## src/rtl/led_sipo_pkg.sv

```systemverilog
package led_sipo_pkg;

   // Edge on which the serial output of the chain is updated
   typedef enum logic {
      SO_FALL = 1'b0,
      SO_RISE = 1'b1
   } so_mode_e;

   localparam int unsigned DEF_CHANNELS = 16;
   localparam int unsigned MIN_CHANNELS = 2;

endpackage

```

## src/rtl/lsd_shift_stage.sv

```systemverilog
module lsd_shift_stage #(
   parameter int unsigned WIDTH = led_sipo_pkg::DEF_CHANNELS
) (
   input  logic             clk,
   input  logic             rst,
   input  logic             ser_in,
   output logic [WIDTH-1:0] shift_q,
   output logic [WIDTH-1:0] shift_nxt
);

   localparam int unsigned TOP = WIDTH - 1;

   // next chain value: move toward the top index, new bit at 0
   always_comb begin
      shift_nxt = {shift_q[TOP-1:0], ser_in};
   end

   always_ff @(posedge clk) begin
      if (rst) shift_q <= '0;
      else     shift_q <= shift_nxt;
   end

endmodule

```

## src/rtl/lsd_hold_stage.sv

```systemverilog
module lsd_hold_stage #(
   parameter int unsigned WIDTH = led_sipo_pkg::DEF_CHANNELS
) (
   input  logic             clk,
   input  logic             rst,
   input  logic             cap_en,
   input  logic [WIDTH-1:0] shift_nxt,
   output logic [WIDTH-1:0] hold_q
);

   // clocked stand-in for a transparent latch: follows the chain
   // as it stands after this edge while the strobe is high
   always_ff @(posedge clk) begin
      if (rst)         hold_q <= '0;
      else if (cap_en) hold_q <= shift_nxt;
   end

endmodule

```

## src/rtl/lsd_out_stage.sv

```systemverilog
module lsd_out_stage #(
   parameter int unsigned           WIDTH   = led_sipo_pkg::DEF_CHANNELS,
   parameter led_sipo_pkg::so_mode_e SO_MODE = led_sipo_pkg::SO_FALL
) (
   input  logic             clk,
   input  logic             rst,
   input  logic             blank_n,
   input  logic             chain_msb,
   input  logic [WIDTH-1:0] hold_q,
   output logic [WIDTH-1:0] chan_on,
   output logic             ser_out
);

   logic so_q;

   always_comb begin
      chan_on = blank_n ? '0 : hold_q;
   end

   generate
      if (SO_MODE == led_sipo_pkg::SO_FALL) begin : g_so_fall
         always_ff @(negedge clk) begin
            if (rst) so_q <= 1'b0;
            else     so_q <= chain_msb;
         end
      end else begin : g_so_rise
         always_comb begin
            so_q = chain_msb;
         end
      end
   endgenerate

   assign ser_out = so_q;

endmodule

```

## src/rtl/led_sipo_drv.sv

```systemverilog
module led_sipo_drv #(
   parameter int unsigned           WIDTH   = led_sipo_pkg::DEF_CHANNELS,
   parameter led_sipo_pkg::so_mode_e SO_MODE = led_sipo_pkg::SO_FALL
) (
   input  logic             clk,
   input  logic             rst,
   input  logic             ser_in,
   input  logic             cap_en,
   input  logic             blank_n,
   output logic [WIDTH-1:0] chan_on,
   output logic             ser_out
);

   localparam int unsigned TOP = WIDTH - 1;

   generate
      if (WIDTH < led_sipo_pkg::MIN_CHANNELS) begin : g_bad_width
         $error("led_sipo_drv: WIDTH must be at least 2");
      end
   endgenerate

   logic [WIDTH-1:0] shift_q;
   logic [WIDTH-1:0] shift_nxt;
   logic [WIDTH-1:0] hold_q;

   lsd_shift_stage #(.WIDTH(WIDTH)) u_shift (
      .clk       (clk),
      .rst       (rst),
      .ser_in    (ser_in),
      .shift_q   (shift_q),
      .shift_nxt (shift_nxt)
   );

   lsd_hold_stage #(.WIDTH(WIDTH)) u_hold (
      .clk       (clk),
      .rst       (rst),
      .cap_en    (cap_en),
      .shift_nxt (shift_nxt),
      .hold_q    (hold_q)
   );

   lsd_out_stage #(.WIDTH(WIDTH), .SO_MODE(SO_MODE)) u_out (
      .clk       (clk),
      .rst       (rst),
      .blank_n   (blank_n),
      .chain_msb (shift_q[TOP]),
      .hold_q    (hold_q),
      .chan_on   (chan_on),
      .ser_out   (ser_out)
   );

endmodule

```

## config.mk

```make
export PLATFORM = sky130hd
export DESIGN_NAME = led_sipo_drv
export DESIGN_NICKNAME = d
export VERILOG_FILES = /design/src/rtl/led_sipo_pkg.sv /design/src/rtl/lsd_shift_stage.sv /design/src/rtl/lsd_hold_stage.sv /design/src/rtl/lsd_out_stage.sv /design/src/rtl/led_sipo_drv.sv
export SDC_FILE = /design/constraint.sdc
export NUM_CORES = 1
export LEC_CHECK = 0
export ABC_AREA = 1
export CAP_MARGIN = 5
export CORE_MARGIN = 2
export CORE_UTILIZATION = 39
export CTS_CLUSTER_DIAMETER = 150
export CTS_CLUSTER_SIZE = 14
export DETAILED_ROUTE_END_ITERATION = 12
export DONT_BUFFER_PORTS = 1
export PLACE_DENSITY_LB_ADDON = 0.12
export SLEW_MARGIN = 10
export SYNTH_ARGS = -nofsm -noshare
export SYNTH_HDL_FRONTEND = slang
export SYNTH_SLANG_ARGS = --single-unit
```

## constraint.sdc

```tcl
create_clock -name clk -period 0.8 [get_ports clk]
set_clock_uncertainty 0.1 [all_clocks]
set_input_delay 0.12 -clock clk [delete_from_list [all_inputs] [get_ports clk]]
set_output_delay 0.12 -clock clk [all_outputs]
set_load 0.01 [all_outputs]
```

==> results of run 1 <==
## area by class of cell
cell class / instances / area share [%]
clock buffers: 7 / 4.43
clock inverters: 2 / 0.596
inverters: 34 / 9.02
multi-input cells: 97 / 34.1
flip-flops and latches: 33 / 46.4
well taps: 44 / 3.74
repair buffers: 3 / 1.70
## routing by layer
metal  up-vias  part of all wire [%]  track usage [%]
met5         -                     0                0
met4         0                   2.2             8.39
met3         6                   5.3             4.90
met2        20                    41             18.8
met1       376                    52             15.8
li1        485                     -                -
## Yosys cell counts (all sizes together)
cell type and instances:
buf 7, clkbuf 1, clkinv 1, dfxtp 33, inv 34, nand2 32
nor2 65
## cells by family after synthesis
kind of cell,synth area share [%]
flops,53.1
buf+inv,16.7
simple gates,30.3
## registers in the layout (all words and copies together) (netlist names)
register and cells:
u_hold.hold_q 16, u_shift.shift_q 16, u_out.ser_out 1
## power by group through the flow
stage	clock, mW	sequential [mW]	combinational, mW
3_5_place_dp	0.0156	1.75	0.176
5_1_grt	1.15	1.74	0.248
4_1_cts	1.09	1.73	0.216
3_3_place_gp	0.0156	1.75	0.176
6_report	1.05	1.73	0.212
2_1_floorplan	0.0156	1.75	0.243
## path summary, 6_finish.rpt
check / start / endpoint / cells after the start
worst max-delay path: u_out.ser_out / ser_out / 0
worst min-delay path: rst / u_shift.shift_q[3] / 1
worst max register to register: u_shift.shift_q[15] / u_out.ser_out / 2
worst min register to register: u_shift.shift_q[2] / u_shift.shift_q[3] / 2
## through the flow
step           setup WS, ns  util [%]
2_1_floorplan        -0.181         -
3_3_place_gp         -0.163      42.0
3_5_place_dp         -0.168      42.0
4_1_cts              -0.531      48.0
5_1_grt              -0.545      48.2
6_report             -0.523      48.2
## timing repair
action / 4_1_cts / 5_1_grt
endpoints found under the setup margin: 18 / 20
buffers inserted: 2 / 0
resized for setup: 49 / 2
pin swaps: 11 / 10
endpoints found under the hold margin: 32 / 31
## cell usage in the layout (no fill, tap or decap), types with 2 or more instances in the layout
cell	n
nor2_1	42
nand2_1	32
inv_1	18
dfxtp_2	17
inv_2	16
nor2_4	16
dfxtp_1	16
nor2_2	7
clkbuf_4	5
clkbuf_8	2
buf_4	2
==> summary.md, run 1 <==
| Metric | Value |
|---|---|
| Core area | 3050 um2 |
| Post-synth top area share | between 50% and 60% |
| WP data required | approximately 0.58 ns |
| Area contributors post-synth | dfxtp_1, nor2_1, inv_1, nand2_1, buf_6 |
| Area after DPL | about 1300 um2 |
| Root buf cell | clkbuf_4 |
| Max-Cap Viols | 0 |
| Psw | just under 700 uW |
| Crit Path Max Fanout | 1 |
| Setup TNS | -4.21 ns |
| Overall Power | around 3 mW |
| CTS clock-pin slew for the worst setup and hold paths | about 0.1 ns |
| Detail Placement HPWL | around 1300 um |
| Post-Syn Area per Cell | approximately 7.2 um2 |
| Startpoint types | register |
| Initial antenna violation count | 0 |
| IO Pins | 22 |
| CTS Buf Count | 5 |
| Violated checks | negative hold slack, negative setup slack |
| WS Path Type | register to primary output |
| Hold Path Class | input port to register |
| Flops & latches, synth | 33 |
| Maximum buffer depth of the clock tree | 2 |
| Unique cell type count in the Yosys netlist | 9 |
| Final instance area | around 1500 um2 |
| Largest net degree at the start of global routing | 33 |
| P_leak | around 0.62 nW |
| First-pass GRT wire length | about 3400 um |
| First-pass DRT Iterations | 4 |
| Yosys warns | 0 |
| Fillers | approximately 330 |
| Vias in the first global route | around 820 |
| Area of the multi-input gates | approximately 500 um2 |
| R2R setup slack | -0.14 ns |
| Final Wtd Congestion | 0.686 |
| Sequential area share after synthesis | around 53% |
| Total congestion overflow | 0 |
| Final setup vio count | 18 |
| Status | finished with violations |
| Die Y | around 61 um |
| Internal power | roughly 2.3 mW |
| Cell taking the most area after synthesis | dfxtp_1 |
| Hold Vio Cnt, Final | 31 |
| Comb power frac | 7.1% |
| Relative slew slack | roughly nine tenths |
| Pwr Density | slightly above 2000 nW/um2 |
| DRC Markers | 0 |
| Die Wd | roughly 61 um |
| Critical Path AT | 1.10 ns |
| Synth Instances | between 150 and 200 |
| Later-pin clock latency in the skew report | 0.32 ns |
| Synthesis-to-finish area growth | 18.1% |
| VDD IR-drop max | 1280 uV |
| Hold buffers post-CTS | 1 |
| DRT antenna net count | 0 |
| Final WL | 1970 um |
| Reg area | between 600 and 700 um2 |
| CTS tree | done |
| Critical path endpoint category | primary output |
| Std cell rows | 20 |
| # H-tree levels | 2 |
| IO Port Bufs | 0 |
| Global-route usage over all layers | roughly an eighth |
| Antenna Cells | 0 |
| WHS | -0.247 ns |
| Worst setup margin | -0.523 ns |
| Vias per inst | 4.03 |
| Seq pwr share | between 50 and 60% |
| Post-Layout Cell Count | 220 |
| Routed len/inst | between 8 and 9 um |
| RSZ-0062 raised after global routing | yes |
| Nets | 180 |
| Clock power frac | between 30% and 40% |
| Die area | about 3700 um2 |
| Worst slew pin tran | 0.124 ns |
| Clock Sinks | 33 |
| Initial Util | around two fifths |
| Sw Share | between 20% and 30% |
| Vias | a little under 900 |
| Syn nets | approximately 180 |
| Layout cell share with drive strength beyond 1 | about two fifths |
| Placed cells | between 200 and 250 |
| Mapped cell area | about 1200 um2 |
| Max Transition Viols Final | 0 |
| Detailed Route Iter0 Violations | 15 |
No activity file was read; power rests on OpenSTA's default activity.
==> inputs of run 2 (changes only) <==
clock period = 1.5 ns   (was 0.8 ns; I/O delays follow)
==> summary.md, run 2 (synthesis gave the netlist of run 1 again) <==
| Metric | Value |
|---|---|
| Status | finished with violations (unchanged) |
| Violated checks | negative setup slack (was negative hold slack, negative setup slack) |
| CTS Buf Count | 5 (unchanged) |
| Area of the multi-input gates | 377 um2 (was 502 um2) |
| CTS clock-pin slew for the worst setup and hold paths | 0.09 ns (was 0.10 ns) |
| Clock power frac | 31.4% (was 35.1%) |
| Worst Reg-to-Reg Cells | 2 (unchanged) |
| Pwr Density | 1130 nW/um2 (was 2040 nW/um2) |
| Clock Sinks | 33 (unchanged) |
| Hold Path Class | input port to register (unchanged) |
| Reg area | 662 um2 (was 682 um2) |
| Post-Layout Cell Count | 220 (unchanged) |
| Antenna Cells | 0 (unchanged) |
| Worst setup margin | -0.279 ns (was -0.523 ns) |
| IO Pins | 22 (unchanged) |
| Final Wtd Congestion | 0.677 (was 0.686) |
| Core area | 3050 um2 (unchanged) |
| Critical Path AT | 1.45 ns (was 1.10 ns) |
| Sw Share | 24.1% (was 23.0%) |
| CTS tree | done (unchanged) |
| Setup crit end | ser_out (unchanged) |
| Worst path depth | 0 (unchanged) |
| Detailed Route Iter0 Violations | 20 (was 15) |
| Maximum buffer depth of the clock tree | 2 (unchanged) |
| Final WL | 1930 um (was 1970 um) |
| Capturing point of the worst reg2reg path | u_out.ser_out (unchanged) |
| Leading cell type in the layout, fill and taps excluded | nor2_1 (unchanged) |
| Vias in the first global route | 817 (was 816) |
| DRT antenna net count | 0 (unchanged) |
| Largest net degree at the start of global routing | 33 (unchanged) |
| Layout cell share with drive strength beyond 1 | 6.82% (was 38.1%) |
| First-pass GRT wire length | 3420 um (was 3390 um) |
| WP data required | 1.17 ns (was 0.58 ns) |
| Critical path endpoint category | primary output (unchanged) |
| Postcts setup bufs | 0 (was 2) |
| WHS | 0.0459 ns (was -0.247 ns) |
| Later-pin clock latency in the skew report | 0.33 ns (was 0.32 ns) |
| VDD IR-drop max | 453 uV (was 1280 uV) |
| Final setup vio count | 1 (was 18) |
| Die Wd | 60.5 um (unchanged) |
| P_leak | 0.604 nW (was 0.617 nW) |
| Initial antenna violation count | 0 (unchanged) |
| Fillers | 343 (was 334) |
| RSZ-0062 raised after global routing | yes (unchanged) |
| Fin util | 43.0% (was 48.2%) |
| Worst setup path startpoint | u_out.ser_out (unchanged) |
| Total congestion overflow | 0 (unchanged) |
| Initial Util | 40.8% (unchanged) |
| WS Path Type | register to primary output (unchanged) |
| Seq pwr share | 61.4% (was 57.8%) |
| Overall Power | 1.49 mW (was 2.99 mW) |
| Relative slew slack | 29.8% (was 91.7%) |
| Max Transition Viols Final | 0 (unchanged) |
| Max-Cap Viols | 0 (unchanged) |
| Root buf cell | clkbuf_4 (unchanged) |
| Global-route usage over all layers | 13.1% (was 12.8%) |
| Die Y | 60.5 um (unchanged) |
| Detail Placement HPWL | 1260 um (was 1280 um) |
| Placed cells | 209 (unchanged) |
| Startpoint types | register (unchanged) |
| Std cell rows | 20 (unchanged) |
| Critical R2R Launch | u_shift.shift_q[15] (unchanged) |
| IO Port Bufs | 0 (unchanged) |
| Routed len/inst | 8.75 um (was 8.93 um) |
| Internal power | 1.13 mW (was 2.30 mW) |
| # H-tree levels | 2 (unchanged) |
| Die area | 3660 um2 (unchanged) |
| Hold Vio Cnt, Final | 0 (was 31) |
| Worst slew pin tran | 1.05 ns (was 0.124 ns) |
| Commonest cells after routing, fill and taps aside | nor2_1, inv_1, nand2_1, dfxtp_1 (was nor2_1, nand2_1, inv_1) |
| Synthesis-to-finish area growth | 5.33% (was 18.1%) |
| Final instance area | 1310 um2 (was 1470 um2) |
| Vias | 885 (was 887) |
| Nets | 180 (unchanged) |
| Vias per inst | 4.02 (was 4.03) |
| Area after DPL | 1230 um2 (was 1280 um2) |
| Psw | 359 uW (was 689 uW) |
| Comb power frac | 7.1% (about the same) |
| First-pass DRT Iterations | 3 (was 4) |
| DRC Markers | 0 (unchanged) |
| Crit Path Max Fanout | 1 (unchanged) |
| R2R setup slack | 0.20 ns (was -0.14 ns) |
run 2: power groups by stage:
stage          clock network, mW  registers, mW  logic (mW)
6_report                   0.468          0.914       0.106
5_1_grt                    0.538          0.918       0.127
3_5_place_dp             0.00834          0.935      0.0845
3_3_place_gp             0.00834          0.934      0.0845
2_1_floorplan            0.00834          0.932       0.109
4_1_cts                    0.498          0.915       0.108
run 2: layout make-up:
class	count	share of cell area, %
sequential	33	50.5
multi-input combinational	97	28.7
inverter	34	10.1
tap	44	4.20
clock buffer	8	3.72
timing repair buffer	3	2.48
clock inverter	1	0.286
run 2: worst min-delay path by stage:
stage	slack (ns)	endpoint	cells after the start	startpoint
after floorplan	0.25	u_shift.shift_q[0]	2	ser_in
after global placement	0.20	u_shift.shift_q[6]	1	rst
after detailed placement	0.20	u_shift.shift_q[14]	1	rst
after CTS	0.03	u_hold.hold_q[4]	3	rst
after global routing	0.05	u_hold.hold_q[6]	3	rst
final	0.05	u_hold.hold_q[3]	3	rst
run 2: repair_timing:
| item | 4_1_cts | 5_1_grt |
|---|---|---|
| hold endpoints to repair | 32 | 0 |
| resized for setup | 1 | 1 |
| setup endpoints to repair | 1 | 17 |
| pin swaps | 0 | 0 |
| hold buffers | 3 | 0 |
run 2: routing by layer:
layer  vias to the layer above  wire length (um)  track usage, %
li1                        486                 -               -
met1                       377               952            15.4
met2                        14               819            19.9
met3                         8                88            4.69
met4                         0                65            9.32
met5                         -                 0               0
run 2: through the flow:
stage                     setup slack (ns)  setup TNS [ns]
after floorplan                     0.0113               0
after global placement              0.0820               0
after detailed placement            0.0777               0
after CTS                           -0.299           -1.77
after global routing                -0.317          -0.317
final                               -0.279          -0.279
run 2: tightest hold or removal path: cells and delay by family:
kind                   cells  cell delay (ns)
and+or+nand+nor            2             0.12
buffers and inverters      1             0.09
